<file path="config.mk">
export PLATFORM = sky130hd
export DESIGN_NAME = xcvr_dual_reg
export DESIGN_NICKNAME = d
export VERILOG_FILES = /design/src/rtl/xcvr_pkg.sv /design/src/rtl/xcvr_store.sv /design/src/rtl/xcvr_drive.sv /design/src/rtl/xcvr_dual_reg.sv
export SDC_FILE = /design/constraint.sdc
export NUM_CORES = 1
export LEC_CHECK = 0
export BUFFER_PORTS_ARGS = -buffer_cell sky130_fd_sc_hd__buf_2
export CORE_UTILIZATION = 35
export DETAILED_ROUTE_END_ITERATION = 12
export PLACE_DENSITY = 0.64
export SYNTH_ARGS = -nofsm -noshare
export SYNTH_HDL_FRONTEND = slang
export SYNTH_SLANG_ARGS = --single-unit
</file>
<file path="constraint.sdc">
create_clock -name clk -period 2.1 [get_ports clk]
set_input_delay 0.42 -clock clk [delete_from_list [all_inputs] [get_ports clk]]
set_output_delay 0.42 -clock clk [all_outputs]
set_load 0.02 [all_outputs]
</file>
<file path="src/rtl/xcvr_pkg.sv">
package xcvr_pkg;
  localparam int XCVR_W = 8;
endpackage

</file>
<file path="src/rtl/xcvr_store.sv">
module xcvr_store #(
  parameter int W = 8
) (
  input  logic         clk,
  input  logic         rst,
  input  logic         strobe,
  input  logic [W-1:0] din,
  output logic [W-1:0] q
);
  logic strobe_q;
  logic fire;

  assign fire = strobe & ~strobe_q;

  always_ff @(posedge clk) begin
    if (rst) begin
      strobe_q <= 1'b0;
      q        <= '0;
    end else begin
      strobe_q <= strobe;
      if (fire) q <= din;
    end
  end

  // load on a detected rising strobe, hold otherwise
  a_r1_r2_capture: assert property (@(posedge clk) disable iff (rst)
    (strobe && !strobe_q) |=> (q == $past(din)));
  a_r1_r2_keep: assert property (@(posedge clk) disable iff (rst)
    !(strobe && !strobe_q) |=> $stable(q));
  a_r9_clear: assert property (@(posedge clk) rst |=> (q == '0));
endmodule

</file>
<file path="src/rtl/xcvr_drive.sv">
module xcvr_drive #(
  parameter int W = 8
) (
  input  logic         clk,
  input  logic         rst,
  input  logic         sel,
  input  logic         en,
  input  logic [W-1:0] live,
  input  logic [W-1:0] stored,
  output logic [W-1:0] dout,
  output logic [W-1:0] doe
);
  logic [W-1:0] src;

  always_comb src = sel ? stored : live;

  always_ff @(posedge clk) begin
    if (rst) begin
      dout <= '0;
      doe  <= '0;
    end else begin
      dout <= ~src;
      doe  <= {W{en}};
    end
  end

  // inverted live or stored value one clock later
  a_r4_r5_live: assert property (@(posedge clk) disable iff (rst)
    !sel |=> (dout == ~$past(live)));
  a_r4_r5_stored: assert property (@(posedge clk) disable iff (rst)
    sel |=> (dout == ~$past(stored)));
  // enable vector follows the enable level
  a_r6_on: assert property (@(posedge clk) disable iff (rst)
    en |=> (doe == {W{1'b1}}));
  a_r6_off: assert property (@(posedge clk) disable iff (rst)
    !en |=> (doe == '0));
  // reset forces the port off
  a_r9_off: assert property (@(posedge clk)
    rst |=> (doe == '0 && dout == '0));
endmodule

</file>
<file path="src/rtl/xcvr_dual_reg.sv">
module xcvr_dual_reg #(
  parameter int WIDTH = xcvr_pkg::XCVR_W
) (
  input  logic             clk,
  input  logic             rst,
  input  logic             cap_ab,
  input  logic             cap_ba,
  input  logic             sel_ab,
  input  logic             sel_ba,
  input  logic             oe_ab,
  input  logic             oe_ba_n,
  input  logic [WIDTH-1:0] a_in,
  output logic [WIDTH-1:0] a_out,
  output logic [WIDTH-1:0] a_oe,
  input  logic [WIDTH-1:0] b_in,
  output logic [WIDTH-1:0] b_out,
  output logic [WIDTH-1:0] b_oe
);
  logic [WIDTH-1:0] reg_ab;
  logic [WIDTH-1:0] reg_ba;

  xcvr_store #(.W(WIDTH)) u_store_ab (
    .clk(clk), .rst(rst), .strobe(cap_ab), .din(a_in), .q(reg_ab));

  xcvr_store #(.W(WIDTH)) u_store_ba (
    .clk(clk), .rst(rst), .strobe(cap_ba), .din(b_in), .q(reg_ba));

  xcvr_drive #(.W(WIDTH)) u_drive_b (
    .clk(clk), .rst(rst), .sel(sel_ab), .en(oe_ab),
    .live(a_in), .stored(reg_ab), .dout(b_out), .doe(b_oe));

  xcvr_drive #(.W(WIDTH)) u_drive_a (
    .clk(clk), .rst(rst), .sel(sel_ba), .en(~oe_ba_n),
    .live(b_in), .stored(reg_ba), .dout(a_out), .doe(a_oe));

  // isolation setting turns both ports off
  a_r7_isolate: assert property (@(posedge clk) disable iff (rst)
    (!oe_ab && oe_ba_n) |=> (a_oe == '0 && b_oe == '0));
  // active-low A enable polarity
  a_r6_a_polarity: assert property (@(posedge clk) disable iff (rst)
    !oe_ba_n |=> (a_oe == {WIDTH{1'b1}}));
endmodule

</file>
==> results of run 1 <==
[worst max-delay path by stage]
stage	from	to	slack, ns	cells past startpoint
2_1_floorplan	u_drive_a.doe[0]	a_oe[1]	0.96	1
3_3_place_gp	rst	u_store_ba.q[2]	0.77	4
3_5_place_dp	rst	u_store_ba.q[3]	0.77	4
4_1_cts	u_drive_a.doe[0]	a_oe[3]	0.77	1
5_1_grt	u_drive_b.doe[0]	b_oe[6]	0.71	1
6_report	u_drive_a.doe[0]	a_oe[3]	0.79	1
[routing by layer]
metal / up-vias / routed length [um]
li1: 581 / -
met3: 4 / 177
met1: 498 / 1330
met4: 0 / 31
met2: 28 / 1390
met5: - / 0
[state kept, by name, indices dropped and copies added (netlist names)]
name,count
u_drive_b.doe,1
u_drive_a.dout,8
u_store_ba.strobe_q,1
u_store_ba.q,8
u_store_ab.q,8
u_drive_a.doe,1
u_store_ab.strobe_q,1
u_drive_b.dout,8
[stage by stage]
step | util [%] | hold slack (ns) | std cells | area, um2 | setup slack [ns]
2_1_floorplan | - | 0.423 | 143 | 1650 | 0.959
3_3_place_gp | 41.1 | 0.433 | 230 | 1830 | 0.773
3_5_place_dp | 41.1 | 0.437 | 230 | 1830 | 0.766
4_1_cts | 43.1 | 0.287 | 238 | 1920 | 0.767
5_1_grt | 43.1 | 0.282 | 238 | 1920 | 0.710
6_report | 43.1 | 0.290 | 238 | 1920 | 0.791
[cell type report]
cell class,count,area (um2)
repair buffers,56,283
multi-input cells,86,758
flip-flops and latches,36,721
well taps,52,65.1
clock buffers,8,90.1
fillers,428,2530
[where the power goes]
part	leakage (nW)	internal, mW	total [mW]	switching [mW]
registers	0.299	0.729	0.752	0.0236
clock network	0.0455	0.268	0.502	0.235
logic	0.455	0.102	0.235	0.133
total	0.800	1.10	1.49	0.391
[kinds of logic after synthesis]
kind of cell / Yosys count
compound gates: 32
buf+inv: 21
flops: 36
simple gates: 54
[synth_stat cells, drive strengths merged]
| cell | instances | area share, % |
|---|---|---|
| nand2b | 16 | 6.1 |
| a211oi | 16 | 12 |
| buf | 19 | 9.4 |
| dfxtp | 36 | 44 |
| nor2b | 7 | 2.7 |
| o21ai | 16 | 6.7 |
| nor2 | 1 | 0.23 |
| clkbuf | 2 | 0.91 |
| and2b | 14 | 7.3 |
| nand4bb | 16 | 11 |
[layout by cell type, fill, tap and decap left out, drive strengths merged]
cell     synthesis  routed
o21ai           16      16
nand2b          16      16
dfxtp           36      36
a211oi          16      16
nor2             1       1
clkbuf           2       8
buf             19      56
nand4bb         16      16
nor2b            7       7
and2b           14      14
==> results.toml, run 1 <==
[run_status]
status = "finished with violations"
violations = "DRC"

[yosys]
yosys.area_share.adder_pct = 0
synth-seq-cells = 36
synth_area_um2 = 1650
synth-warning-count = 0
synthCells = 143
syn-num-nets = 167
synth_compound_area_share_pct = 18.8
synth_area_per_cell_um2 = 11.5
synthDistinctLibCells = 15
ys_seq_area_share_pct = 43.7
synth_top_family_by_area = "simple AND/OR/NAND/NOR gates"
synthSimpleGateAreaFrac_pct = 27.2
synthXorXnorAreaFrac_pct = 0
synth_mux_area_share_pct = 0

[power_and_ir_drop]
p_leak_nw = 0.800
p_total_mw = 1.49
power_density_nw_per_um2 = 777
vdd_drop_max_mv = 0.271

[cells_and_area]
final_nets = 209
areaGrowthSynthToFinish_pct = 16.2
antennaDiodeCount = 0
drive_gt1_share_pct = 51.1

[global_route]
grt-busiest-layer = "met2"
grt.overflow.total = 0
use_met3_pct = 5.27
grt_first_pass_wirelength_mm = 4.89
use_met2_pct = 19.0
grt_max_degree = 53
antenna_found_initial = 0
grt_util_met1_pct = 16.5
grt_use_total_pct = 12.8
grt_pass1_vias = 1008

[floorplanning]
core-area_um2 = 4440
start_util_pct = 37.1
die_h_um = 70.6
rows = 24
dieArea_um2 = 4990
dieWidth_um = 70.6
ios = 56

[critical_path]
reg2regPathDepth = 2
worst-path-max-fanout = 8
crit_slowest_cell = "dfxtp_1"
path_buf_inv = 1
crit_path_end_kind = "primary output"
path_cells = "buf_2"
rr_startpoint = "u_store_ba.strobe_q"
crit_arrival_ns = 0.89
r2r_end = "u_store_ba.q[5]"
crit_family = "flip-flops"
crit_type = "flop to primary output"
crit_path_start_kind = "flop"
critical_path.max_stage_delay_ns = 0.41
reg2reg_setup_slack_ns = 1.15
worstPathRequired_ns = 1.68

[sta]
fmax_mhz = 764
finalHoldViolations = 0
rsz0062_at_grt = "no"
finalCritPeriodShare_pct = 62.3
tightest_slew_ns = 0.510
max_slew_margin_pct = 66.0
period_minus_slack_ns = 1.31
finalSetupViolCount = 0
skew_ns = 0.00250
final-max-slew-violation-count = 0
tns_ns = 0

[placement]
numPortBuffers = 55
dp_hpwl_mm = 1.96
routabilityCongestion = 0.683

[clock_network]
clock_path_buffers = 2
cts_tree = "built"
cts_setup_buffers = 0
clk_pin_slew_worst_paths_ns = 0.07
cts_sinks = 36
cts_max_level = 2
cts_hold_repair.buffers = 0
insertion_delay_ns = 0.28
cts_resized = 0
cts_buffers = 5
cts-root-buf = "clkbuf_8"

[min_path]
min_path_type = "input pin to flop"
min_from = "oe_ba_n"
holdPathStages = 2
min_to = "u_drive_a.doe[0]"

[drt]
drtPass1Iterations = 8
viasPerCell = 4.67
route.detailed.drc = 6
num_vias = 1111
drtIter0Drc = 97
totalWireLength_mm = 2.93
ant_nets = 0
post_drt_wl_per_cell_um = 12.3

[run]
maxCapViolations = 0
No activity file was read; power rests on OpenSTA's default activity.
==> run 2: changes to the inputs <==
Settings changed: ABC_AREA set to 1, PLACE_DENSITY 0.64 to 0.67.
Clock period 2.1 ns to 1.2 ns, I/O delays scaled along.
==> run 2 against run 1 <==
The flow now finishes without violations. Via count increased by 17%. Non-clock buffer count increased by 1. Total power increased by 86%. Worst setup slack got worse by 0.72 ns. Core utilization increased by 0.99 points. First-iteration DRC count decreased by 30%.
==> results.toml, run 2 <==
[sta]
period_minus_slack_ns = 1.13
max_slew_margin_pct = 81.8
fin_ws_ns = 0.0735
tightest_slew_ns = 0.274
fmax_mhz = 888
tns_ns = 0
finalHoldViolations = 0
finalCritPeriodShare_pct = 93.9
skew_ns = 0.00333
final-max-slew-violation-count = 0
finalSetupViolCount = 0
rsz0062_at_grt = "no"

[placement]
placed_area_um2 = 1710
dp_hpwl_mm = 1.90
dpl_worst_slack_ns = 0.264
numPortBuffers = 55
routabilityCongestion = 0.720

[yosys]
async_flop_share_pct = 0
synth_flop_cell = "dfxtp_1"
synthTopCellsByCount = "63 x nor2_1, 48 x nand2_1, 36 x dfxtp_1"
synthCells = 215
synth_area_um2 = 1540
synth_top_area_share_pct = 46.9
synth-warning-count = 0
synth_top_family_by_area = "simple AND/OR/NAND/NOR gates"
synthDistinctLibCells = 11
synth_compound_area_share_pct = 0
synth-seq-cells = 36
synthSimpleGateAreaFrac_pct = 35.8
synth_top_area_cell = "dfxtp_1"
yosys.area_share.adder_pct = 0
synth_mux_area_share_pct = 0
synthTopCellsByArea = "dfxtp_1 47%, nor2_1 15%, nand2_1 12%"
ys_seq_area_share_pct = 46.9
synthXorXnorAreaFrac_pct = 0
yosys.cell_count.top_type = "nor2_1"
syn-num-nets = 239
synth_edf_count = 0
synth_area_per_cell_um2 = 7.15

[run]
maxCapViolations = 0

[global_route]
antenna_found_initial = 0
grt.overflow.total = 0
grt_max_degree = 20
grt_pass1_vias = 1066
grt_use_total_pct = 13.5
grt_first_pass_wirelength_mm = 4.57

[clock_network]
cts_max_level = 2
insertion_delay_ns = 0.28
cts-root-buf = "clkbuf_8"
cts_hold_repair.buffers = 0
clk_pin_slew_worst_paths_ns = 0.07
cts_resized = 0
clock_path_buffers = 2
cts_buffers = 5
cts_tree = "built"
cts_setup_buffers = 0
cts_sinks = 36

[power_and_ir_drop]
p_seq_share_pct = 47.6
p_int_mw = 2.05
vdd_drop_max_mv = 0.843
p_sw_uw = 725
swShare_pct = 26.1
power_frac_clock_pct = 37.4
p_leak_nw = 1.01
pwr-share-comb_pct = 15.0
power_density_nw_per_um2 = 1530

[critical_path]
crit_arrival_ns = 0.89
crit_type = "flop to primary output"
crit_path_end_kind = "primary output"
path_cells = "buf_2"
worst-path-max-fanout = 8
crit_family = "flip-flops"
worstPathRequired_ns = 0.96
crit_path_start_kind = "flop"
path_buf_inv = 1
crit_slowest_cell = "dfxtp_1"
r2r_end = "u_store_ab.q[3]"
critical_path.max_stage_delay_ns = 0.41
reg2regPathDepth = 4
reg2reg_setup_slack_ns = 0.32
crit_start = "u_drive_a.doe[0]"
rr_startpoint = "u_store_ab.strobe_q"

[cells_and_area]
drive_gt1_share_pct = 29.2
antennaDiodeCount = 0
areaGrowthSynthToFinish_pct = 18.2
layout.cells.most_common = "nor2_1"
stdcell_area_um2 = 1820
final_nets = 280
layout_common_cells = "63 x nor2_1, 55 x buf_2, 48 x nand2_1"

[floorplanning]
dieWidth_um = 68.3
ios = 56
rows = 23
dieArea_um2 = 4660
start_util_pct = 37.3
die_h_um = 68.3
core-area_um2 = 4120

[drt]
ant_nets = 0
route.detailed.drc = 0
viasPerCell = 4.22
num_vias = 1297
drtIter0Drc = 68
drtPass1Iterations = 4
post_drt_wl_per_cell_um = 9.03
totalWireLength_mm = 2.77

[min_path]
min_to = "u_drive_a.doe[0]"
min_path_type = "input pin to flop"
min_from = "oe_ba_n"
holdPathStages = 2

[run_status]
status = "finished, final reports clean"
run 2: changes by cell type after synthesis, moves of 6 or more:
| cell | change |
|---|---|
| nor2b_1 | -7 |
| o21ai_1 | -8 |
| a211oi_2 | -16 |
| nor2_1 | +62 |
| o21ai_2 | -8 |
| and2b_2 | -6 |
| nand2_1 | +48 |
| nand4bb_1 | -16 |
| nand3_1 | +16 |
| nand2b_1 | -16 |
| inv_1 | +19 |
run 2: cell families (layout without fill, tap and decap cells):
kind of cell / Yosys count / after routing
flip-flops: 36 / 36
buffers and inverters: 45 / 87
AND/OR/NAND/NOR: 134 / 134
run 2: layout make-up:
| type | instances | area (um2) |
|---|---|---|
| tap | 50 | 62.6 |
| timing repair buffer | 57 | 290 |
| clock buffer | 6 | 72.6 |
| fill | 434 | 2300 |
| multi-input combinational | 134 | 551 |
| inverter | 22 | 82.6 |
| clock inverter | 2 | 35.0 |
| sequential | 36 | 722 |
run 2: routing by layer:
metal / GRT usage (%) / routed length [um] / part of all wire, % / up-vias
met5: 0 / 0 / 0 / -
met3: 3.67 / 186 / 6.7 / 7
met2: 19.7 / 1140 / 41 / 42
met1: 17.3 / 1370 / 49 / 550
met4: 8.59 / 75 / 2.7 / 0
li1: - / - / - / 698
run 2: worst max path at each step:
| stage | endpoint | cells after the start |
|---|---|---|
| floorplan | a_oe[1] | 1 |
| global placement | u_store_ba.q[5] | 5 |
| detailed placement | u_store_ba.q[5] | 5 |
| CTS | a_oe[0] | 1 |
| global route | a_oe[5] | 1 |
| finish | a_oe[0] | 1 |
run 2: power by group through the flow:
stage,clock [mW],combinational [mW],sequential [mW]
floorplan,0,0.276,1.41
global placement,0,0.416,1.35
detailed placement,0,0.420,1.35
CTS,1.08,0.421,1.32
global route,1.13,0.473,1.33
finish,1.04,0.417,1.32
run 2: per-stage QoR:
stage | power, mW | cells | utilization (%) | hold slack (ns)
finish | 2.78 | 307 | 44.1 | 0.102
global route | 2.93 | 307 | 44.1 | 0.103
CTS | 2.82 | 307 | 44.1 | 0.0882
detailed placement | 1.77 | 299 | 41.5 | 0.401
global placement | 1.76 | 299 | 41.5 | 0.396
floorplan | 1.68 | 215 | - | 0.307
==> run 3: changes to the inputs <==
==> constraint.sdc (replaced) <==
create_clock -name clk -period 1.2 [get_ports clk]
set_input_delay 0.06 -clock clk [delete_from_list [all_inputs] [get_ports clk]]
set_output_delay 0.06 -clock clk [all_outputs]
set_load 0.02 [all_outputs]
==> run 3 against run 2 <==
Hold slack worse by 0.057 ns. Largest cell class unchanged. Largest power group unchanged. Routed wire length is 1.7% lower. Register-to-register slack hardly changed. Clock power is 15% lower. Via count is 1.9% higher. Worst setup slack worse by 0.033 ns. Final cell count is 1.6% higher.
==> results.toml, run 3 (synthesized netlist as in run 2, its figures left out) <==
[global_route]
grt_max_degree = 17
grt_pass1_vias = 1049
grt_first_pass_wirelength_mm = 4.31
grt_use_total_pct = 12.6
grt.overflow.total = 0
antenna_found_initial = 0

[min_path]
min_from = "a_in[4]"
min_to = "u_drive_b.dout[4]"
holdPathStages = 4
min_path_type = "input pin to flop"

[clock_network]
clk_pin_slew_worst_paths_ns = 0.07
cts_resized = 0
cts_sinks = 36
cts-root-buf = "clkbuf_8"
cts_max_level = 2
cts_hold_repair.buffers = 5
insertion_delay_ns = 0.29
cts_setup_buffers = 0
cts_tree = "built"
clock_path_buffers = 2
cts_buffers = 5

[cells_and_area]
fin_util_pct = 44.9
layout.cells.most_common = "nor2_1"
antennaDiodeCount = 0
drive_gt1_share_pct = 28.6
areaGrowthSynthToFinish_pct = 20.4
layout_common_cells = "63 x nor2_1, 55 x buf_2, 48 x nand2_1"
final_nets = 285

[sta]
whs_ns = 0.0448
skew_ns = 0.00530
final-max-slew-violation-count = 0
period_minus_slack_ns = 1.16
fmax_mhz = 863
tns_ns = 0
tightest_slew_ns = 0.279
finalCritPeriodShare_pct = 96.6
finalHoldViolations = 0
finalSetupViolCount = 0
fin_ws_ns = 0.0408
max_slew_margin_pct = 81.4
rsz0062_at_grt = "no"

[placement]
dp_hpwl_mm = 1.84
routabilityCongestion = 0.747
numPortBuffers = 55
dpl_worst_slack_ns = 0.327

[run_status]
status = "finished, final reports clean"

[critical_path]
reg2reg_setup_slack_ns = 0.32
worst-path-max-fanout = 1
crit_type = "input pin to flop"
crit_path_start_kind = "input pin"
r2r_end = "u_store_ba.q[3]"
crit_arrival_ns = 1.34
crit_path_end_kind = "flop"
worstPathRequired_ns = 1.38
rr_startpoint = "u_store_ba.strobe_q"
reg2regPathDepth = 4

[power_and_ir_drop]
power_density_nw_per_um2 = 1430
p_leak_nw = 1.03
p_total_mw = 2.64
vdd_drop_max_mv = 0.559

[floorplanning]
core-area_um2 = 4120
ios = 56
rows = 23
dieWidth_um = 68.3
start_util_pct = 37.3
dieArea_um2 = 4660
die_h_um = 68.3

[drt]
post_drt_wl_per_cell_um = 8.73
num_vias = 1322
viasPerCell = 4.24
ant_nets = 0
drtIter0Drc = 93
route.detailed.drc = 0
totalWireLength_mm = 2.72
drtPass1Iterations = 4

[run]
maxCapViolations = 0
==> run 3: critical path: stages <==
cell           delay, ns
dlygate4sd3_1       0.54
buf_2               0.12
inv_1               0.04
nor2_1              0.03
dlygate4sd3_1       0.54
==> run 3: area by class of cell <==
cell class	count	area (um2)
Multi-Input combinational cell	134	551
Fill cell	438	2270
Clock buffer	6	82.6
Clock inverter	2	10.0
Tap cell	50	62.6
Sequential cell	36	721
Inverter	22	82.6
Timing Repair Buffer	62	340
==> run 3: worst max-delay path by stage <==
stage / from / to / cells past startpoint
final: oe_ab / u_drive_b.doe[0] / 5
after global placement: u_store_ba.strobe_q / u_store_ba.q[0] / 4
after detailed placement: u_store_ba.strobe_q / u_store_ba.q[3] / 4
after global routing: oe_ab / u_drive_b.doe[0] / 5
after floorplan: u_drive_a.doe[0] / a_oe[1] / 1
after CTS: rst / u_drive_b.doe[0] / 4
==> run 3: power breakdown <==
group          internal, mW  switching, mW
Combinational         0.161          0.268
Sequential             1.28         0.0339
Clock                 0.458          0.431
==> run 3: per-layer routing <==
metal | track usage (%) | wire (um) | up-vias
met1 | 14.6 | 1330 | 573
met4 | 4.69 | 19 | 0
met3 | 5.83 | 156 | 2
met5 | 0 | 0 | -
li1 | - | - | 708
met2 | 20.2 | 1220 | 39
==> run 3: metrics by stage <==
step	std cells	area, um2
2_1_floorplan	215	1540
6_report	312	1850
5_1_grt	312	1850
3_5_place_dp	299	1710
3_3_place_gp	299	1710
4_1_cts	312	1850
